**src/rtl/bist_seq_pkg.sv**
```systemverilog
// Shared encodings for the twisted-ring sequencing controller.
// Assumes: state codes are fixed because the register steering logic decodes them.
package bist_seq_pkg;

    typedef enum logic [1:0] {
        ST_LOAD  = 2'b00,
        ST_TW1   = 2'b01,
        ST_TW2   = 2'b10,
        ST_SHIFT = 2'b11
    } seq_state_e;

    typedef enum logic [1:0] {
        OP_HOLD  = 2'b00,
        OP_LOAD  = 2'b01,
        OP_TWIST = 2'b10,
        OP_SHIFT = 2'b11
    } reg_op_e;

endpackage

```
**src/rtl/bist_seq_cnt.sv**
```systemverilog
// Enabled modulo counter with a terminal flag.
// Counts 0..LIMIT-1 while en is high, wraps to 0, and clears on clr.
// Assumes: LIMIT >= 2 and LIMIT <= 2**W.
module bist_seq_cnt #(
    parameter int LIMIT = 8,
    parameter int W     = 3
) (
    input  logic         clk,
    input  logic         rst_n,
    input  logic         clr,
    input  logic         en,
    output logic [W-1:0] cnt_o,
    output logic         last_o
);

    localparam logic [W-1:0] TOP = W'(LIMIT - 1);

    // Count register: clear has priority, then wrap-around increment.
    always_ff @(posedge clk) begin
        if (!rst_n) begin
            cnt_o <= '0;
        end else if (clr) begin
            cnt_o <= '0;
        end else if (en) begin
            cnt_o <= (cnt_o == TOP) ? '0 : cnt_o + 1'b1;
        end
    end

    // Terminal value flag.
    assign last_o = (cnt_o == TOP);

endmodule

```
**src/rtl/bist_seq_seeds.sv**
```systemverilog
// Seed run tracker: latches the programmed seed count at an accepted start
// and counts completed seeds.
// Assumes: adv_i pulses once per completed seed; total is nonzero when used.
module bist_seq_seeds #(
    parameter int SEED_W = 4
) (
    input  logic              clk,
    input  logic              rst_n,
    input  logic              start_acc_i,
    input  logic [SEED_W-1:0] seed_count_i,
    input  logic              adv_i,
    output logic              last_o
);

    logic [SEED_W-1:0] total_q;
    logic [SEED_W-1:0] idx_q;

    // Latch the run length when a start is accepted.
    always_ff @(posedge clk) begin
        if (!rst_n) begin
            total_q <= '0;
        end else if (start_acc_i) begin
            total_q <= seed_count_i;
        end
    end

    // Index of the seed currently being applied.
    always_ff @(posedge clk) begin
        if (!rst_n) begin
            idx_q <= '0;
        end else if (start_acc_i) begin
            idx_q <= '0;
        end else if (adv_i) begin
            idx_q <= idx_q + 1'b1;
        end
    end

    // Current seed is the final one of the run.
    assign last_o = (idx_q == total_q - 1'b1);

endmodule

```
**src/rtl/bist_seq_fsm.sv**
```systemverilog
// Moore controller: load -> (twist half 1, twist half 2, rotate) x N -> next seed.
// Assumes: counter flags come from counters cleared at each accepted start.
module bist_seq_fsm
    import bist_seq_pkg::*;
(
    input  logic       clk,
    input  logic       rst_n,
    input  logic       start_i,
    input  logic       zero_cnt_i,
    input  logic       load_last_i,
    input  logic       tw_half_i,
    input  logic       tw_last_i,
    input  logic       sh_last_i,
    input  logic       seed_last_i,
    output seq_state_e state_o,
    output logic       busy_o,
    output logic       done_o,
    output logic       start_acc_o,
    output logic       load_en_o,
    output logic       tw_en_o,
    output logic       sh_en_o,
    output logic       adv_o
);

    seq_state_e state_q, state_d;
    logic       busy_q, done_q;
    logic       run_end;

    // Start is honoured only when no run is in progress.
    assign start_acc_o = start_i && !busy_q;

    // Phase enables decoded from the state register.
    assign load_en_o = busy_q && (state_q == ST_LOAD);
    assign tw_en_o   = (state_q == ST_TW1) || (state_q == ST_TW2);
    assign sh_en_o   = (state_q == ST_SHIFT);
    assign adv_o     = sh_en_o && sh_last_i;
    assign run_end   = adv_o && seed_last_i;

    // Next-state selection.
    always_comb begin
        state_d = state_q;
        unique case (state_q)
            ST_LOAD:  if (busy_q && load_last_i) state_d = ST_TW1;
            ST_TW1:   if (tw_half_i)             state_d = ST_TW2;
            ST_TW2:   if (tw_last_i)             state_d = ST_SHIFT;
            ST_SHIFT: state_d = sh_last_i ? ST_LOAD : ST_TW1;
            default:  state_d = ST_LOAD;
        endcase
    end

    // State register.
    always_ff @(posedge clk) begin
        if (!rst_n) state_q <= ST_LOAD;
        else        state_q <= state_d;
    end

    // Run-in-progress flag.
    always_ff @(posedge clk) begin
        if (!rst_n)                         busy_q <= 1'b0;
        else if (start_acc_o && !zero_cnt_i) busy_q <= 1'b1;
        else if (run_end)                   busy_q <= 1'b0;
    end

    // Completion flag: set at run end or at an empty start, cleared by a real start.
    always_ff @(posedge clk) begin
        if (!rst_n)           done_q <= 1'b0;
        else if (start_acc_o) done_q <= zero_cnt_i;
        else if (run_end)     done_q <= 1'b1;
    end

    assign state_o = state_q;
    assign busy_o  = busy_q;
    assign done_o  = done_q;

endmodule

```
**src/rtl/bist_seq_ctrl.sv**
```systemverilog
// Top of the twisted-ring pattern sequencing controller.
// Instantiates the load, twist and rotate counters, the seed tracker and the FSM,
// and decodes the register operation.
// Assumes: N >= 2; SEED_W wide enough for the largest seed count.
module bist_seq_ctrl
    import bist_seq_pkg::*;
#(
    parameter int N      = 8,
    parameter int SEED_W = 4
) (
    input  logic              clk,
    input  logic              rst_n,
    input  logic              start_i,
    input  logic [SEED_W-1:0] seed_count_i,
    output logic [1:0]        state_o,
    output logic [1:0]        reg_op_o,
    output logic              twist_cnt_en_o,
    output logic              shift_cnt_en_o,
    output logic              seed_adv_o,
    output logic              pat_valid_o,
    output logic              done_o
);

    localparam int KL = (N > 1) ? $clog2(N) : 1;
    localparam int KT = KL + 1;

    seq_state_e    state;
    reg_op_e       op;
    logic          busy, start_acc, load_en, tw_en, sh_en, adv;
    logic          load_last, tw_last, sh_last, seed_last, tw_half;
    logic [KL-1:0] load_cnt, sh_cnt;
    logic [KT-1:0] tw_cnt;

    bist_seq_cnt #(.LIMIT(N), .W(KL)) u_load_cnt (
        .clk(clk), .rst_n(rst_n), .clr(start_acc), .en(load_en),
        .cnt_o(load_cnt), .last_o(load_last)
    );

    bist_seq_cnt #(.LIMIT(2 * N), .W(KT)) u_twist_cnt (
        .clk(clk), .rst_n(rst_n), .clr(start_acc), .en(tw_en),
        .cnt_o(tw_cnt), .last_o(tw_last)
    );

    bist_seq_cnt #(.LIMIT(N), .W(KL)) u_shift_cnt (
        .clk(clk), .rst_n(rst_n), .clr(start_acc), .en(sh_en),
        .cnt_o(sh_cnt), .last_o(sh_last)
    );

    // End of the first twist half.
    assign tw_half = (tw_cnt == KT'(N - 1));

    bist_seq_seeds #(.SEED_W(SEED_W)) u_seeds (
        .clk(clk), .rst_n(rst_n), .start_acc_i(start_acc),
        .seed_count_i(seed_count_i), .adv_i(adv), .last_o(seed_last)
    );

    bist_seq_fsm u_fsm (
        .clk(clk), .rst_n(rst_n), .start_i(start_i),
        .zero_cnt_i(seed_count_i == '0),
        .load_last_i(load_last), .tw_half_i(tw_half), .tw_last_i(tw_last),
        .sh_last_i(sh_last), .seed_last_i(seed_last),
        .state_o(state), .busy_o(busy), .done_o(done_o),
        .start_acc_o(start_acc), .load_en_o(load_en),
        .tw_en_o(tw_en), .sh_en_o(sh_en), .adv_o(adv)
    );

    // Register operation decode; load state without a run means hold.
    always_comb begin
        unique case (state)
            ST_LOAD:        op = busy ? OP_LOAD : OP_HOLD;
            ST_TW1, ST_TW2: op = OP_TWIST;
            ST_SHIFT:       op = OP_SHIFT;
            default:        op = OP_HOLD;
        endcase
    end

    assign state_o        = state;
    assign reg_op_o       = op;
    assign twist_cnt_en_o = tw_en;
    assign shift_cnt_en_o = sh_en;
    assign seed_adv_o     = adv;
    assign pat_valid_o    = tw_en || sh_en;

endmodule

```
**config.mk**
```make
export PLATFORM = sky130hd
export DESIGN_NAME = bist_seq_ctrl
export DESIGN_NICKNAME = d
export VERILOG_FILES = /design/src/rtl/bist_seq_pkg.sv /design/src/rtl/bist_seq_cnt.sv /design/src/rtl/bist_seq_seeds.sv /design/src/rtl/bist_seq_fsm.sv /design/src/rtl/bist_seq_ctrl.sv
export SDC_FILE = /design/constraint.sdc
export NUM_CORES = 1
export LEC_CHECK = 0
export BUFFER_PORTS_ARGS = -buffer_cell sky130_fd_sc_hd__buf_2
export CAP_MARGIN = 20
export CORE_MARGIN = 5
export CORE_UTILIZATION = 53
export CTS_CLUSTER_SIZE = 30
export DETAILED_ROUTE_END_ITERATION = 6
export PLACE_DENSITY = 0.82
export SYNTH_ARGS = -nofsm -noshare
export SYNTH_HDL_FRONTEND = slang
export SYNTH_SLANG_ARGS = --single-unit
```
**constraint.sdc**
```tcl
create_clock -name clk -period 3 [get_ports clk]
set_input_delay 0.3 -clock clk [delete_from_list [all_inputs] [get_ports clk]]
set_output_delay 0.3 -clock clk [all_outputs]
set_load 0.01 [all_outputs]
```
## After elaboration in Yosys (flattened, before gate mapping)

Cells that the tools add are included.

- Bits in registers: 22
- Bits in latches: 0
- Bits in writable memories: 0
- Memory bits (read-only): 0
- Input port bits: 7
- Output and inout port bits: 9
- Word-level logic and storage cells: 56
- Memories: 0

- $add $sub $neg: 5
- $mul: 0
- Div/mod/pow operators: 0
- Magnitude comparators: 0
- Equality and inequality tests: 11
- Shifts and indexed selects: 0
- Mux-type cells: 14
- Bitwise operators: 1
- Reductions and logical operators: 17

Operator list:

| operator | count |
|---|---|
| 4-bit by 1-bit adder with 4-bit output, second input constant | 2 |
| 2-bit case mux with 4 select lines | 1 |
| 3-bit by 1-bit adder with 3-bit output, second input constant | 2 |
| 3-bit == test, second input constant | 2 |
| 1-bit logical AND | 6 |
| 1-bit two-way mux | 6 |
| 2-bit two-way mux | 3 |
| 3-bit two-way mux | 2 |
| 2-bit inequality test, second input constant | 3 |
| 2-bit case mux with 3 select lines | 1 |
| 2-bit == test, second input constant | 2 |
| 4-bit by 3-bit == test with 1-bit output, second input constant | 1 |
| 4-bit == test | 1 |
| 4-bit == test, second input constant | 1 |
| 4-bit logical NOT | 1 |
| 4-bit two-way mux | 1 |
| 2-bit nonzero test | 2 |
| 2-bit OR reduction | 2 |
| 4-bit by 1-bit subtractor with 4-bit output, second input constant | 1 |
| 3-bit AND reduction | 1 |
| 2-bit by 1-bit == test with 1-bit output, second input constant | 1 |
| 1-bit logical NOT | 2 |
| 2-bit logical NOT | 1 |
| 1-bit logical OR | 2 |
| 1-bit NOT | 1 |

## Longest topological paths before layout

- Depth in word-level cells: 5
- Mapped depth: 7
- Gate-level depth less buffers: 7

## Hierarchy

From an unflattened synthesis, not the netlist that was laid out.

- Cell total of the unflattened synthesis: 125
- Area total of the unflattened synthesis: 1232.4 um^2

By module, submodules not included:

| module | instances | cells each | area an instance (um^2) | seq. area each (um^2) |
|---|---|---|---|---|
| bist_seq_seeds | 1 | 40 | 404.1 | 160.2 |
| bist_seq_fsm | 1 | 32 | 297.8 | 80.1 |
| bist_seq_cnt at u_load_cnt ... | 2 | 14 | 147.6 | 60.1 |
| bist_seq_cnt at u_twist_cnt | 1 | 18 | 187.7 | 80.1 |
| bist_seq_ctrl | 1 | 7 | 47.5 | 0.0 |

## Worst setup path before layout

OpenSTA, ideal clock, no wires.

- Kind: flip-flop to flip-flop
- Start: register u_fsm.state_q[0] (netlist: u_fsm.state_o[0])
- End: register u_twist_cnt.cnt_o[3]
- Library setup time: 70 ps
- Arrival time: 1506 ps
- Data required time: 2930 ps
- Setup slack: 1424 ps
- Stages on the path, launching flop included: 6
- Path buffers: 0
- Period minus slack after synthesis: 1576 ps
- Cells stage by stage: dfxtp_1 -> inv_1 -> ha_1 -> nand2_1 -> or3_1 -> a21oi_1

- Cells in the longest elaborated chain, start to end: 2
- Elaborated cells on any way between the ends: 3
- Classes of those cells: eq/ne (2); reduce/logical (1)

RTL lines:

| item | line | RTL |
|---|---|---|
| start: declaration | bist_seq_fsm.sv:25 | `seq_state_e state_q, state_d;` |
| start signal: assignment | bist_seq_fsm.sv:54 | `else state_q <= state_d;` |
| 2-bit by 1-bit == test with 1-bit output / 2-bit == test (equally long branches) | bist_seq_fsm.sv:34 | `assign tw_en_o = (state_q == ST_TW1) \|\| (state_q == ST_TW2);` |
| 1-bit logical OR * | bist_seq_fsm.sv:34 |  |
| named net twist_cnt_en_o | bist_seq_ctrl.sv:17 | `output logic twist_cnt_en_o,` |
| end signal: assignment | bist_seq_cnt.sv:25 | `cnt_o <= (cnt_o == TOP) ? '0 : cnt_o + 1'b1;` |
| end: declaration | bist_seq_cnt.sv:12 | `output logic [W-1:0] cnt_o,` |

The timed path passes the listed nets; every way through them passes the cells marked *.
A chain may end at the register's enable or synchronous reset.

## Worst setup path after layout

- Start: register u_fsm.state_q[0] (netlist: u_fsm.state_o[0])
- End: output seed_adv_o

- Cells in the longest elaborated chain, start to end: 2

RTL lines:

| item | line | RTL |
|---|---|---|
| 2-bit == test | bist_seq_fsm.sv:35 | `assign sh_en_o = (state_q == ST_SHIFT);` |
| 1-bit logical AND | bist_seq_fsm.sv:36 | `assign adv_o = sh_en_o && sh_last_i;` |
| end: declaration | bist_seq_ctrl.sv:19 | `output logic seed_adv_o,` |

Every way passes these cells.

==> results.md <==
* CTS root buf: clkbuf_4
* Mean number of vias per cell at between 5 and 6
* Yosys reg bits at 22
* Status: finished clean
* Fin util at a little over three fifths
* Clk_lat worst skew at roughly 0.3 ns
* Fin. Hold Viols at 0
* Clock slew at reported path FFs at roughly 0.12 ns
* Slowest Stage Delay on Critical Path at approximately 0.45 ns
* Core ar. at 2000 um2
* Residual DRC count at 0
* I/O Buffers at 15
* Final WL at roughly 2.2 mm
* Type of the tightest min-delay check: in2reg
* Peak supply drop at 0.358 mV
* GRT overflow at 0
* FFs w/ async S/R, synth at 0%
* CP max stage cell: dfxtp_1
* Yosys warnings at 0
* Synthesized area per cell at between 9 and 10 um2
* MaxCap Viol Count at 0
* Setup TNS at 0 ns
* Dpl cell area at 1230 um2
* Top Ports at 16
* Maximum fanout along the worst path at 7
* Dpl hpwl at between 1.5 and 2 mm
* Largest cells by area after synthesis: dfxtp_1 (39%), ha_1 (13%), mux2i_1 (6.1%), nor2_1 (4.3%), xnor2_1 (3.8%)
* Nature of the critical path endpoint: primary output
* Chip Height at 56.5 um
* Layout area overhead at 9.96%
* Clock Sinks at 22
* CP arrival at around 1.6 ns
* Power Dens Cells at 483 nW/um2
* Synth unique cells at 29
* Share of layout cells above drive strength 1 at between 10% and 20%
* Filler instances at around 180
* Die area at about 3200 um2
* Placement row count at 16
* Drt wl/cell at 13.1 um
* Post-route cell area at 1260 um2
* Startpoint Class: flop
* Mapped Nets at ~140
* Largest net degree at the start of global routing at 15
* Postcts setup bufs at 0
* Fmax at around 520 MHz
* Seq/Total Area, Yosys at around two fifths
* Rel. slew slack at between 50% and 60%
* RSZ-0062 raised after global routing: false
* Post-synth EDFFs at 0
* Main synth FF type: dfxtp_1
* Worst slew pin tran at about 0.63 ns
* Hold Buf Count CTS at 0
* CP cell instances: ha_1 -> nand2_1 -> inv_1 -> buf_2
* CTS Buf Count at 3
* Antenna cell count at 0
* H-tree levels at 1
* Via Count at 871
* Initial DRT Pass Iterations at 4
* CP Data Required Time at around 2.7 ns
* First DRT Iteration DRCs at 14
* Top-count cell post-synth: dfxtp_1
* Layout Nets at between 150 and 200
* Post-synth top cells: dfxtp_1 (22), nor2_1 (13), ha_1 (12), nand2_1 (11), a21oi_1 (8)
* Pre-CTS setup slack at about 1.4 ns
* Post-CTS Resized at 0
* Routed Antenna Nets at 0
* Post-synth top area share at between 30 and 40%
* Synth Cell Area at 1140 um2
* Initial Util at approximately 57%
* Minimum clock period at roughly 1.9 ns
* Synth Instances at between 100 and 150
* Fin Hold WS at approximately 0.27 ns
* Setup Skew at 0.00135 ns
* Biggest area consumer among synthesized cells: dfxtp_1
* Pins Over Slew Limit at 0
* Final worst-path cycle share at 63.6%
* Setup ws final at ~1.1 ns
* Clock tree buffer depth at 2
* Number of global-route vias before repair at around 900
* P_leak at between 0.0005 and 0.0006 uW
* Gpl congestion at approximately 0.85
* Kind of critical path: reg2out
* Initial antenna violation count at 0
* Die Wd at roughly 56 um
* CTS tree: built
* First-pass GRT wire length at ~3.8 mm
* GRT Total Usage at between 10 and 15%
* Setup violators final at 0
metal layers:
metal  GRT usage (%)  wire length, um
met2            24.9             1080
met3            2.75               73
met5               0                0
met4            4.07               10
met1            18.3              997
critical path, delay by kind of cell (launching register included):
family        cells  cell delay, ns
fa+ha+maj         1            0.36
flops             1            0.45
buf+inv           2            0.33
simple gates      1            0.16
power by group:
group	switching [uW]	internal (uW)
combinational	84.1	69.0
sequential	16.6	306
clock	85.1	46.8
total	186	422
layout by cell type, fill, tap and decap left out:
cell type	Yosys	routed
mux2_2	2	2
clkbuf_4	0	3
xor2_1	5	5
inv_1	6	6
nand4_1	3	3
a221oi_2	1	1
a21boi_2	1	1
o41ai_1	1	1
a311oi_1	1	1
nand3_1	2	2
nor2_1	13	13
nand3_2	1	1
or3_1	1	1
nand3b_1	1	1
nor3_1	3	3
a21boi_0	1	1
buf_2	2	15
and3_1	1	1
o211a_1	1	1
a31oi_1	1	1
nand2b_1	3	3
a21oi_1	8	8
xnor2_1	5	5
mux2i_1	7	7
o21ai_0	1	1
ha_1	12	12
nand2_1	11	11
nor2b_1	6	6
dfxtp_1	22	22
final timing paths:
| path | from | end | slack, ns | depth (start not counted) |
|---|---|---|---|---|
| setup / recovery | u_fsm.state_o[0] | seed_adv_o | 1.09 | 4 |
| hold / removal | seed_count_i[2] | u_seeds.total_q[2] | 0.27 | 3 |
| setup reg to reg | u_fsm.state_o[0] | u_fsm.busy_o | 1.32 | 5 |
| hold reg to reg | u_load_cnt.cnt_o[2] | u_load_cnt.cnt_o[2] | 0.49 | 2 |
metrics by stage:
| step | power [uW] | std cells |
|---|---|---|
| 4_1_cts | 609 | 165 |
| 5_1_grt | 638 | 165 |
| 3_5_place_dp | 482 | 162 |
| 3_3_place_gp | 477 | 162 |
| 6_report | 608 | 165 |
| 2_1_floorplan | 444 | 123 |
layout make-up:
type / count / area, um2 / share of cell area [%]
timing repair buffer: 15 / 75.1 / 5.97
clock buffer: 3 / 22.5 / 1.79
tap: 27 / 33.8 / 2.69
inverter: 6 / 22.5 / 1.79
multi-input combinational: 92 / 663 / 52.7
sequential: 22 / 440 / 35.0
logic make-up (layout without fill, tap and decap cells):
logic type / after synthesis / count (layout) / share of synthesized area, %
AND/OR/NAND/NOR: 45 / 45 / 19.3
XOR/XNOR: 10 / 10 / 7.66
flip-flops: 22 / 22 / 38.5
AO/OA/AOI/OAI: 16 / 16 / 9.85
multiplexers: 9 / 9 / 8.10
buffers and inverters: 9 / 24 / 3.50
adder cells (fa/ha/maj): 12 / 12 / 13.1
registers in the layout (all words and copies together), names as in the netlist:
| register | cells |
|---|---|
| u_fsm.busy_o | 1 |
| u_shift_cnt.cnt_o | 3 |
| u_fsm.state_o | 2 |
| u_seeds.idx_q | 4 |
| u_seeds.total_q | 4 |
| u_fsm.done_o | 1 |
| u_twist_cnt.cnt_o | 4 |
| u_load_cnt.cnt_o | 3 |
Power figures use the tool's default switching activity.
